[src/rtl/ovr_pkg.sv]
package ovr_pkg;
    localparam int LINE_W      = 16;
    localparam int IDX_W       = $clog2(LINE_W);
    localparam int LVL_W       = 10;
    localparam int HI_MARK     = 500;
    localparam int LO_MARK     = 100;
    localparam int CTL_W       = 5;
    localparam int EN_BIT      = 2;
    localparam int WORD_W      = 16;
    localparam int TRL_ERR_BIT = 12;
    localparam int EVT_ERR_BIT = 0;

    typedef enum logic {
        MODE_NORMAL  = 1'b0,
        MODE_RECOVER = 1'b1
    } mode_e;

    typedef struct packed {
        logic             vld;
        logic [IDX_W-1:0] idx;
    } hit_t;

    // index of the lowest set bit (0 when no bit is set)
    function automatic logic [IDX_W-1:0] lsb_index(input logic [LINE_W-1:0] v);
        logic [IDX_W-1:0] r;
        r = '0;
        for (int i = LINE_W - 1; i >= 0; i--) begin
            if (v[i]) r = IDX_W'(i);
        end
        return r;
    endfunction

    function automatic logic [LINE_W-1:0] lsb_isolate(input logic [LINE_W-1:0] v);
        return v & (~v + LINE_W'(1));
    endfunction
endpackage

[src/rtl/ovr_hyst.sv]
module ovr_hyst
    import ovr_pkg::*;
#(
    parameter int LW  = LVL_W,
    parameter int HI  = HI_MARK,
    parameter int LO  = LO_MARK,
    parameter int CW  = CTL_W,
    parameter int ENB = EN_BIT
) (
    input  logic          clk,
    input  logic          rst,
    input  logic [CW-1:0] ctl_a,
    input  logic [CW-1:0] ctl_b,
    input  logic [LW-1:0] level,
    output mode_e         mode,
    output logic          en_q
);
    localparam logic [LW-1:0] HI_L = LW'(HI);
    localparam logic [LW-1:0] LO_L = LW'(LO);

    logic unused_ctl;
    assign unused_ctl = ^{ctl_a, ctl_b};

    mode_e mode_n;

    always_comb begin
        mode_n = mode;
        if (!en_q)
            mode_n = MODE_NORMAL;
        else if (mode == MODE_NORMAL && level >= HI_L)
            mode_n = MODE_RECOVER;
        else if (mode == MODE_RECOVER && level <= LO_L)
            mode_n = MODE_NORMAL;
    end

    always_ff @(posedge clk) begin
        if (rst) begin
            en_q <= 1'b0;
            mode <= MODE_NORMAL;
        end else begin
            en_q <= ctl_a[ENB] & ctl_b[ENB];
            mode <= mode_n;
        end
    end

    assert_disable_exit_R4: assert property (@(posedge clk) disable iff (rst)
        !en_q |=> mode == MODE_NORMAL);
    assert_hold_above_low_R4: assert property (@(posedge clk) disable iff (rst)
        (mode == MODE_RECOVER && en_q && level > LO_L) |=> mode == MODE_RECOVER);
    assert_no_entry_below_R3: assert property (@(posedge clk) disable iff (rst)
        (mode == MODE_NORMAL && level < HI_L) |=> mode == MODE_NORMAL);
endmodule

[src/rtl/ovr_line_dec.sv]
module ovr_line_dec
    import ovr_pkg::*;
#(
    parameter int LW = LINE_W
) (
    input  logic          clk,
    input  logic          rst,
    input  mode_e         mode,
    input  logic          line_valid,
    input  logic [LW-1:0] line_data,
    output logic          line_ready,
    output hit_t          hit,
    output logic          lossy_take
);
    logic [LW-1:0] work_q;
    logic [LW-1:0] sel;
    logic [LW-1:0] low;
    logic [LW-1:0] rest;
    logic          busy;
    logic          take;

    assign busy       = |work_q;
    assign line_ready = !busy;
    assign sel        = busy ? work_q : line_data;
    assign take       = busy || line_valid;
    assign low        = lsb_isolate(sel);
    assign rest       = sel & ~low;
    assign lossy_take = take && (mode == MODE_RECOVER) && (|rest);

    always_ff @(posedge clk) begin
        if (rst) begin
            work_q  <= '0;
            hit.vld <= 1'b0;
            hit.idx <= '0;
        end else begin
            if (take)
                work_q <= (mode == MODE_RECOVER) ? '0 : rest;
            hit.vld <= take && (|sel);
            hit.idx <= lsb_index(sel);
        end
    end

    // after one recovery cycle nothing is held back
    assert_drain_one_line_R6: assert property (@(posedge clk) disable iff (rst)
        mode == MODE_RECOVER |=> (mode == MODE_RECOVER) -> (work_q == '0));
    // held bits always yield a hit at the next edge
    assert_held_bits_emit_R5: assert property (@(posedge clk) disable iff (rst)
        busy |=> hit.vld);
    // losses only arise in recovery mode
    assert_loss_in_recovery_R8: assert property (@(posedge clk) disable iff (rst)
        lossy_take |-> mode == MODE_RECOVER);
endmodule

[src/rtl/ovr_loss_mark.sv]
module ovr_loss_mark
    import ovr_pkg::*;
#(
    parameter int WW  = WORD_W,
    parameter int TEB = TRL_ERR_BIT,
    parameter int EEB = EVT_ERR_BIT
) (
    input  logic          clk,
    input  logic          rst,
    input  logic          lossy_take,
    input  logic          event_start,
    input  logic          chip_start,
    input  logic [WW-1:0] trailer_in,
    input  logic [WW-1:0] errword_in,
    output logic          event_loss,
    output logic          chip_loss,
    output logic [WW-1:0] trailer_out,
    output logic [WW-1:0] errword_out
);
    logic chip_clr;
    assign chip_clr = chip_start || event_start;

    always_ff @(posedge clk) begin
        if (rst) begin
            event_loss <= 1'b0;
            chip_loss  <= 1'b0;
        end else begin
            event_loss <= lossy_take || (event_loss && !event_start);
            chip_loss  <= lossy_take || (chip_loss && !chip_clr);
        end
    end

    always_comb begin
        trailer_out      = trailer_in;
        trailer_out[TEB] = trailer_in[TEB] | chip_loss;
        errword_out      = errword_in;
        errword_out[EEB] = errword_in[EEB] | event_loss;
    end

    assert_loss_sets_flags_R8: assert property (@(posedge clk) disable iff (rst)
        lossy_take |=> event_loss && chip_loss);
    assert_event_clear_R9: assert property (@(posedge clk) disable iff (rst)
        (event_start && !lossy_take) |=> !event_loss && !chip_loss);
    assert_chip_clear_R9: assert property (@(posedge clk) disable iff (rst)
        (chip_start && !event_start && !lossy_take) |=> !chip_loss && (event_loss == $past(event_loss)));
endmodule

[src/rtl/ovr_recov_dec.sv]
module ovr_recov_dec
    import ovr_pkg::*;
(
    input  logic              clk,
    input  logic              rst,
    input  logic [CTL_W-1:0]  ctl_a,
    input  logic [CTL_W-1:0]  ctl_b,
    input  logic [LVL_W-1:0]  fifo_level,
    input  logic              line_valid,
    input  logic [LINE_W-1:0] line_data,
    output logic              line_ready,
    input  logic              event_start,
    input  logic              chip_start,
    input  logic [WORD_W-1:0] trailer_in,
    input  logic [WORD_W-1:0] errword_in,
    output logic              hit_valid,
    output logic [IDX_W-1:0]  hit_idx,
    output logic              recov_active,
    output logic              event_loss,
    output logic              chip_loss,
    output logic [WORD_W-1:0] trailer_out,
    output logic [WORD_W-1:0] errword_out
);
    mode_e mode;
    logic  en_q;
    hit_t  hit;
    logic  lossy_take;

    ovr_hyst u_hyst (
        .clk   (clk),
        .rst   (rst),
        .ctl_a (ctl_a),
        .ctl_b (ctl_b),
        .level (fifo_level),
        .mode  (mode),
        .en_q  (en_q)
    );

    ovr_line_dec u_dec (
        .clk        (clk),
        .rst        (rst),
        .mode       (mode),
        .line_valid (line_valid),
        .line_data  (line_data),
        .line_ready (line_ready),
        .hit        (hit),
        .lossy_take (lossy_take)
    );

    ovr_loss_mark u_mark (
        .clk         (clk),
        .rst         (rst),
        .lossy_take  (lossy_take),
        .event_start (event_start),
        .chip_start  (chip_start),
        .trailer_in  (trailer_in),
        .errword_in  (errword_in),
        .event_loss  (event_loss),
        .chip_loss   (chip_loss),
        .trailer_out (trailer_out),
        .errword_out (errword_out)
    );

    assign hit_valid    = hit.vld;
    assign hit_idx      = hit.idx;
    assign recov_active = (mode == MODE_RECOVER);

    assert_recovery_needs_enable_R2: assert property (@(posedge clk) disable iff (rst)
        (recov_active && !$past(recov_active)) |-> $past(en_q));
endmodule

[config.mk]
export PLATFORM = sky130hd
export DESIGN_NAME = ovr_recov_dec
export DESIGN_NICKNAME = d
export VERILOG_FILES = /design/src/rtl/ovr_pkg.sv /design/src/rtl/ovr_hyst.sv /design/src/rtl/ovr_line_dec.sv /design/src/rtl/ovr_loss_mark.sv /design/src/rtl/ovr_recov_dec.sv
export SDC_FILE = /design/constraint.sdc
export NUM_CORES = 1
export LEC_CHECK = 0
export BUFFER_PORTS_ARGS = -buffer_cell sky130_fd_sc_hd__buf_2
export CAP_MARGIN = 30
export CORE_UTILIZATION = 37
export CTS_BUF_LIST = sky130_fd_sc_hd__clkbuf_4 sky130_fd_sc_hd__clkbuf_8
export CTS_CLUSTER_DIAMETER = 50
export DETAILED_ROUTE_END_ITERATION = 10
export MAX_ROUTING_LAYER = met4
export PLACE_DENSITY = 0.73
export SLEW_MARGIN = 20
export SYNTH_ARGS = -nofsm -noshare
export SYNTH_HDL_FRONTEND = slang
export SYNTH_SLANG_ARGS = --single-unit
[constraint.sdc]
create_clock -name clk -period 2.5 [get_ports clk]
set_input_delay 0.125 -clock clk [delete_from_list [all_inputs] [get_ports clk]]
set_output_delay 0.125 -clock clk [all_outputs]
set_load 0.02 [all_outputs]
==> results of run 1 <==
[sequential cells by signal (all words and copies together), names as in the netlist]
register / flops
u_mark.event_loss: 1
u_mark.chip_loss: 1
u_hyst.en_q: 1
u_hyst.mode: 1
u_dec.work_q: 15
u_dec.hit: 5
[synthesized netlist by cell type, drive strengths merged (2+ instances only)]
cell | number | area share [%]
nand2 | 10 | 2.1
a31o | 2 | 0.99
clkbuf | 3 | 0.63
a211oi | 8 | 3.9
nor3 | 10 | 2.8
nor4 | 6 | 4.5
nor2b | 2 | 0.70
nor2 | 13 | 2.7
a21oi | 16 | 4.7
a21boi | 2 | 0.84
a31oi | 4 | 1.4
nor4b | 3 | 1.5
a22oi | 2 | 0.84
or3 | 2 | 0.70
a41oi | 5 | 3.7
nand3 | 3 | 1.1
and3 | 3 | 1.3
a21o | 4 | 1.7
inv | 9 | 1.9
or4 | 3 | 1.9
buf | 35 | 15
o311a | 2 | 1.1
o2111ai | 2 | 0.99
o21ai | 10 | 2.8
dfxtp | 24 | 27
nor3b | 3 | 1.3
nand4 | 3 | 1.1
o41ai | 2 | 2.5
and2 | 4 | 1.4
or2 | 3 | 1.1
[logic make-up after synthesis]
family | Yosys count
flops | 24
buf+inv | 47
compound gates | 68
simple gates | 70
[path summary, 6_finish.rpt]
| check | start | endpoint | slack (ps) | cells after the start |
|---|---|---|---|---|
| setup / recovery | u_dec.work_q[6] | u_mark.chip_loss | 100 | 8 |
| hold / removal | ctl_b[2] | u_hyst.en_q | 50 | 3 |
| setup reg to reg | u_dec.work_q[6] | u_mark.chip_loss | 100 | 8 |
| hold reg to reg | u_hyst.en_q | u_hyst.mode | 420 | 2 |
[through the flow]
step	std cells	util [%]	TNS, ps	instance area, µm²
5_1_grt	301	47.60	-1.864	2130
3_5_place_dp	297	45.13	0	2019
6_report	301	47.60	0	2130
4_1_cts	301	46.76	0	2092
2_1_floorplan	209	-	0	1778
3_3_place_gp	297	45.13	0	2019
[area by class of cell]
type	instances	area, µm²	area share [%]
Multi-Input combinational cell	138	1020	47.88
Sequential cell	24	484.2	22.74
Timing Repair Buffer	74	455.4	21.39
Tap cell	52	65.06	3.055
Clock buffer	3	41.29	1.939
Inverter	9	33.78	1.586
Clock inverter	1	30.03	1.410
[routing by layer]
layer | global-route usage [%] | part of all wire, % | vias up
met1 | 24.02 | 45 | 813
met3 | 2.954 | 5.7 | 15
li1 | - | - | 844
met2 | 31.01 | 48 | 65
met5 | - | 0 | -
met4 | 6.889 | 1.4 | 0
[worst register-to-register path: stages, from the launching register on]
cell	delay [ps]
dfxtp_1	360
or4_4	630
o41ai_4	430
a21oi_4	100
and3_4	210
a22o_1	220
o2111ai_1	110
o311a_1	200
a31o_1	100
[what timing repair did]
item | in CTS | in global routing
resized for setup | 1 | 9
pin swaps | 0 | 4
hold buffers | 0 | 0
endpoints found under the setup margin | 1 | 4
==> out/metrics.yaml, run 1 <==
logic_synthesis:
  synth.area.mux_share_pct: 0
  syn-cell-area_um2: 1778
  synth_top_family_by_area: "compound AO/OA/AOI/OAI gates"
  synth_cell_types: 53
  synth_compound_area_share_pct: 30.12
  synthFlopType: "dfxtp_1"
  syn_nets: 282
  seq_area_frac_synth_pct: 27.02
  ys_ff_latch: 24
  synthCells: 209
  synthAdderAreaFrac_pct: 0
  synth_area_per_cell_um2: 8.507
  synthXorXnorAreaFrac_pct: 0
  yosys_warnings: 0
  synth_edf_count: 0
  async_reset_ff_share_pct: 0
  synth-simple-area-share_pct: 25.26
timing:
  hold_viol: 0
  worst_slack_ps: 100.9
  slew_viol_final: 0
  fin_skew_ps: 4.931
  fmaxAchievable_mhz: 416.8
  relSlewSlack_pct: 62.46
  worst_pin_slew_ps: 555.8
  holdWs_ps: 52.94
  fin_crit_sh_pct: 95.96
  min_period_ps: 2399
  setup_viol: 0
clock_tree:
  cts_buffer_depth: 2
  insertion_delay_ps: 280
  numCtsBuffers: 3
  tritoncts: "built"
  path_clk_slew_ps: 90
  cts-root-buf: "clkbuf_8"
  cts.sinks: 24
  cts_setup_buffers: 0
  h-tree-depth: 1
place:
  place.gp.congestion: 0.9373
  dp_slack_ps: 9.138
  port_buffers: 45
  place.detailed.hpwl_um: 3729
critical_path:
  path_delay_family: "compound AO/OA/AOI/OAI gates"
  cp_max_fo: 6
  max_stage_delay_ps: 630
  crit_arrival_ps: 2620
  cp.required_ps: 2730
  path_buf_inv: 0
  cp-end-kind: "register"
  worstPathCellList: "or4_4 > o41ai_4 > a21oi_4 > and3_4 > a22o_1 > o2111ai_1 > o311a_1 > a31o_1"
  slowest_stage: "or4_4"
  worstSetupPathType: "reg -> reg"
  crit_path_start_kind: "register"
floorplan:
  dieArea_um2: 5087
  rows: 24
  core_um2: 4474
  start_util_pct: 39.74
  die_h_um: 71.32
  die_x_um: 71.32
  ios: 114
cells_and_area:
  fin_nets: 323
  drive_above_1_share_pct: 43.37
  mostFrequentLayoutCells: "45 x buf_2, 28 x buf_4, 21 x dfxtp_1"
  fillers: 436
  layout_commonest_cell: "buf_2"
  insertedDiodeCount: 0
  syn_to_final_growth_pct: 19.77
drt:
  drt_iter0_markers: 84
  drc_errors: 4
  drt_pass1_iterations: 7
  wirelength_um: 4710
  dr_total_vias: 1737
  wl_per_cell_um: 15.65
  ant_nets: 0
  viasPerCell: 5.771
run_status:
  run_status: "complete, but fails checks"
  violations: "DRC"
min_path:
  hold_class: "in -> reg"
grt:
  grt-ovfl-total: 0
  grt_pass1_wl_um: 7472
  grt_pass1_vias: 1617
  grt_max_degree: 15
  antenna_found_initial: 0
  grtUsageTotal_pct: 19.08
run:
  maxCapViolations: 0
Power of run 1 is left out: the tool's default activity adds up to more than one toggle a clock period on the data nets, which glitch-free logic cannot reach.
==> run 2: changes to the inputs <==
--- a/config.mk
+++ b/config.mk
@@ -7,13 +7,16 @@
 export LEC_CHECK = 0
 export BUFFER_PORTS_ARGS = -buffer_cell sky130_fd_sc_hd__buf_2
 export CAP_MARGIN = 30
-export CORE_UTILIZATION = 37
+export CELL_PAD_IN_SITES_DETAIL_PLACEMENT = 0
+export CELL_PAD_IN_SITES_GLOBAL_PLACEMENT = 1
+export CORE_UTILIZATION = 29
 export CTS_BUF_LIST = sky130_fd_sc_hd__clkbuf_4 sky130_fd_sc_hd__clkbuf_8
 export CTS_CLUSTER_DIAMETER = 50
 export DETAILED_ROUTE_END_ITERATION = 10
 export MAX_ROUTING_LAYER = met4
-export PLACE_DENSITY = 0.73
+export PLACE_DENSITY = 0.84
 export SLEW_MARGIN = 20
 export SYNTH_ARGS = -nofsm -noshare
 export SYNTH_HDL_FRONTEND = slang
+export SYNTH_HIERARCHICAL = 1
 export SYNTH_SLANG_ARGS = --single-unit
==> run 2 against run 1 <==
  * The flow now finishes without violations
  * Design area decreased by 11%
  * Fmax increased by 3.4%
  * Synthesized area decreased by 3.6%
  * First-iteration DRC count increased by 29%
  * Critical path type unchanged
  * Largest cell class unchanged
==> out/metrics.yaml, run 2 <==
run_status:
  run_status: "completed"
floorplan:
  die_x_um: 78.88
  start_util_pct: 30.57
  ios: 114
  core_um2: 5608
  dieArea_um2: 6222
  rows: 27
  die_h_um: 78.88
critical_path:
  crit_arrival_ps: 2530
  cp.required_ps: 2710
  worstSetupPathType: "reg -> reg"
  crit_path_start_kind: "register"
  cp-end-kind: "register"
  rr_startpoint: "u_dec/work_q[1]"
  cp_max_fo: 12
  setup.worst_path.start: "u_dec/work_q[1]"
cells_and_area:
  drive_above_1_share_pct: 31.51
  largest_register_ffs: 15
  layout_commonest_cell: "buf_2"
  syn_to_final_growth_pct: 10.58
  top_register: "u_dec/work_q"
  design_area_um2: 1896
  reg_top3: "u_dec/work_q (15), u_dec/hit (5)"
  fin_nets: 312
  mostFrequentLayoutCells: "45 x buf_2, 27 x nor2_1, 24 x dfxtp_1"
  insertedDiodeCount: 0
timing:
  hold_viol: 0
  fin_crit_sh_pct: 92.85
  worst_pin_slew_ps: 563.6
  setup_viol: 0
  fin_skew_ps: 5.758
  rsz0062_at_grt: "no"
  min_period_ps: 2321
  setup_tns_ps: 0
  slew_viol_final: 0
  relSlewSlack_pct: 61.93
  fmaxAchievable_mhz: 430.8
drt:
  wl_per_cell_um: 14.06
  dr_total_vias: 1680
  drt_iter0_markers: 108
  drc_errors: 0
  viasPerCell: 5.419
  wirelength_um: 4360
  drt_pass1_iterations: 4
  ant_nets: 0
logic_synthesis:
  async_reset_ff_share_pct: 0
  synth_top_area_cell: "dfxtp_1"
  yosysTopAreaCellShare_pct: 28.03
  yosys_warnings: 6
  ys_top_cells_by_area: "dfxtp_1 28%, buf_4 14%, a21oi_1 6.1%"
  seq_area_frac_synth_pct: 28.03
  netlist_top_cells_count: "31 x buf_4, 27 x nor2_1, 24 x dfxtp_1, 21 x a21oi_1, 12 x nor3_1"
  synth_edf_count: 0
  synthCells: 216
  ys_ff_latch: 24
  yosysMostFrequentCell: "buf_4"
  syn_nets: 289
  synthFlopType: "dfxtp_1"
  synth_cell_types: 52
  synth_area_per_cell_um2: 7.936
  syn-cell-area_um2: 1714
clock_tree:
  numCtsBuffers: 3
  insertion_delay_ps: 270
  h-tree-depth: 1
  tritoncts: "built"
  cts.sinks: 24
  cts-root-buf: "clkbuf_8"
  path_clk_slew_ps: 90
  cts_buffer_depth: 2
min_path:
  hold_class: "in -> reg"
  holdCritStartpoint: "ctl_b[2]"
grt:
  grtUsageTotal_pct: 14.44
  grt_max_degree: 18
  grt-ovfl-total: 0
  grt_busiest_layer: "met2"
  grt_pass1_wl_um: 6844
  grt_pass1_vias: 1532
  met1_usage_pct: 17.37
  antenna_found_initial: 0
  met3_usage_pct: 3.333
  met2_usage_pct: 23.04
place:
  port_buffers: 45
  place.gp.congestion: 0.8876
  place.detailed.hpwl_um: 3338
  placed_cell_area_um2: 1824
run:
  maxCapViolations: 0
[run 2: kinds of logic (layout without fill, tap and decap cells)]
group	count (synthesis)	after routing	synth area share (%)
flip-flops	24	24	28.03
AO/OA/AOI/OAI	74	74	30.00
buffers and inverters	41	63	16.35
AND/OR/NAND/NOR	77	77	25.62
[run 2: repair_timing]
action                                  CTS  global route
resized for setup                         0             1
endpoints found under the setup margin    0             3
hold buffers                              0             0
buffers inserted                          0             1
[run 2: cell type report]
cell class	instances	area, µm²
timing repair buffer	53	285.3
fill	611	3712
clock buffer	4	55.05
sequential	24	480.5
multi-input combinational	151	962.2
inverter	6	22.52
tap	72	90.09
[run 2: critical path, stage by stage, from the launching register on]
cell     delay [ps]
dfxtp_1         380
nor3_2          440
nand4_2         170
buf_4           220
o21ai_1         320
nor2_4          100
a32oi_1         190
a21oi_1          80
a31oi_1         170
inv_1            70
a21oi_1         110
[run 2: path summary, 6_finish.rpt]
path,cells after the start,to,slack (ps)
worst min-delay path,3,u_hyst/en_q,60
worst min register to register,2,u_hyst/mode,440
worst max-delay path,10,u_mark/chip_loss,180
worst max register to register,10,u_mark/chip_loss,180
[run 2: metal layers]
layer  part of all wire [%]  up-vias
met4                    1.7        0
met2                     45       68
met1                     46      777
met3                    7.8       10
li1                       -      825
met5                      0        -
[run 2: per-stage QoR]
step	hold slack, ps	util [%]	setup WS [ps]	cells
2_1_floorplan	194.1	-	495.6	216
3_3_place_gp	250.1	32.53	158.2	305
3_5_place_dp	250.1	32.53	158.6	305
4_1_cts	59.52	33.51	141.0	309
5_1_grt	60.21	33.80	1.533	310
6_report	58.46	33.80	178.8	310
Power of run 2 is left out for the same reason.
==> run 3: changes to the inputs <==
--- a/config.mk
+++ b/config.mk
@@ -15,6 +15,7 @@
 export DETAILED_ROUTE_END_ITERATION = 10
 export MAX_ROUTING_LAYER = met4
 export PLACE_DENSITY = 0.84
+export RECOVER_POWER = 100
 export SLEW_MARGIN = 20
 export SYNTH_ARGS = -nofsm -noshare
 export SYNTH_HDL_FRONTEND = slang
==> run 3 against run 2 <==
  * Cell count unchanged
  * Via count decreased by 1.1%
  * Setup slack improved by 13 ps
  * Count of clock-buffer cells in the layout unchanged
  * Clock skew increased by 0.52 ps
==> out/metrics.yaml, run 3 (synthesized netlist as in run 2, its figures left out) <==
timing:
  worst_slack_ps: 191.4
  hold_viol: 0
  min_period_ps: 2309
  rsz0062_at_grt: "no"
  setup_tns_ps: 0
  relSlewSlack_pct: 62.01
  fin_skew_ps: 6.280
  setup_viol: 0
  fmaxAchievable_mhz: 433.2
  fin_crit_sh_pct: 92.34
  slew_viol_final: 0
  worst_pin_slew_ps: 562.4
floorplan:
  core_um2: 5608
  ios: 114
  die_x_um: 78.88
  rows: 27
  die_h_um: 78.88
  start_util_pct: 30.57
  dieArea_um2: 6222
grt:
  grt_pass1_wl_um: 6844
  grt_max_degree: 18
  grt-ovfl-total: 0
  grt_pass1_vias: 1532
  antenna_found_initial: 0
  grtUsageTotal_pct: 14.44
critical_path:
  cp.required_ps: 2710
  regToRegSetupSlack_ps: 190
  crit_path_start_kind: "register"
  worstSetupEndpoint: "u_mark/chip_loss"
  slowest_stage: "nor3_2"
  crit_arrival_ps: 2520
  setup.worst_path.start: "u_dec/work_q[1]"
  worstSetupPathType: "reg -> reg"
  worstPathCellList: "nor3_2 > nand4_2 > buf_4 > o21ai_1 > nor2_4 > a32oi_1 > a21oi_1 > a31oi_1 > inv_1 > a21oi_1"
  r2r-end: "u_mark/chip_loss"
  cp_common_cell: "a21oi_1"
  r2r_cells: 10
  cp_max_fo: 12
  cp-end-kind: "register"
  max_stage_delay_ps: 430
  rr_startpoint: "u_dec/work_q[1]"
clock_tree:
  tritoncts: "built"
  h-tree-depth: 1
  cts_buffer_depth: 2
  numCtsBuffers: 3
  insertion_delay_ps: 270
  cts-root-buf: "clkbuf_8"
  cts.sinks: 24
  cts_hold_buf: 0
  path_clk_slew_ps: 90
min_path:
  hold_class: "in -> reg"
drt:
  drc_errors: 0
  ant_nets: 0
  dr_total_vias: 1661
  wl_per_cell_um: 14.15
  wirelength_um: 4386
  drt_iter0_markers: 116
  drt_pass1_iterations: 4
  viasPerCell: 5.358
place:
  dp_slack_ps: 158.6
  place.gp.congestion: 0.8876
  port_buffers: 45
  place.detailed.hpwl_um: 3338
cells_and_area:
  syn_to_final_growth_pct: 9.416
  layout_commonest_cell: "buf_2"
  drive_above_1_share_pct: 26.89
  mostFrequentLayoutCells: "35 x buf_2, 27 x nor2_1, 24 x dfxtp_1"
  top_register: "u_dec/work_q"
  reg_top3: "u_dec/work_q (15), u_dec/hit (5)"
  insertedDiodeCount: 0
  largest_register_ffs: 15
  fillers: 618
  fin_nets: 312
run_status:
  run_status: "completed"
run:
  maxCapViolations: 0
==> run 3: cell types whose count changed in the layout (fill, tap and decap cells not counted) <==
cell	delta
buf_2	-10
clkbuf_1	+10
a211oi_1	+1
a211oi_2	-1
buf_4	-1
clkbuf_2	+1
==> run 3: worst min-delay path by stage <==
stage	from	to	slack, ps	cells past startpoint
floorplan	rst	u_mark/chip_loss	190	1
global placement	errword_in[1]	errword_out[1]	250	0
detailed placement	errword_in[1]	errword_out[1]	250	0
CTS	ctl_b[2]	u_hyst/en_q	60	3
global route	ctl_b[2]	u_hyst/en_q	60	3
finish	ctl_b[2]	u_hyst/en_q	60	3
==> run 3: layout make-up <==
class	instances	area [µm²]	area share, %
tap	72	90.09	4.803
multi-input combinational	151	957.2	51.03
inverter	6	22.52	1.201
timing repair buffer	53	270.3	14.41
sequential	24	480.5	25.62
clock buffer	4	55.05	2.935
==> run 3: through the flow <==
step                std cells  hold slack (ps)  area [µm²]  util, %
floorplan                 216            194.1        1714        -
global placement          305            250.1        1824    32.53
detailed placement        305            250.1        1824    32.53
CTS                       309            59.52        1879    33.51
global route              310            60.21        1876    33.44
finish                    310            58.28        1876    33.44
==> run 3: layer usage <==
layer	GRT usage (%)	routed length, µm	up-vias
li1	-	-	822
met1	17.37	2023	768
met3	3.333	338	10
met2	23.04	1951	61
met4	6.364	73	0
met5	-	0	-
==> run 3: worst max-delay path: cells and delay by family, from the launching register on <==
family          cells  cell delay, ps
simple gates        3             700
buf+inv             2             290
flops               1             380
compound gates      5             870
==> run 3: timing repair <==
item                                    4_1_cts  5_1_grt
buffers inserted                              0        1
endpoints found under the setup margin        0        3
resized for setup                             0        1
Power of run 3 is left out for the same reason.
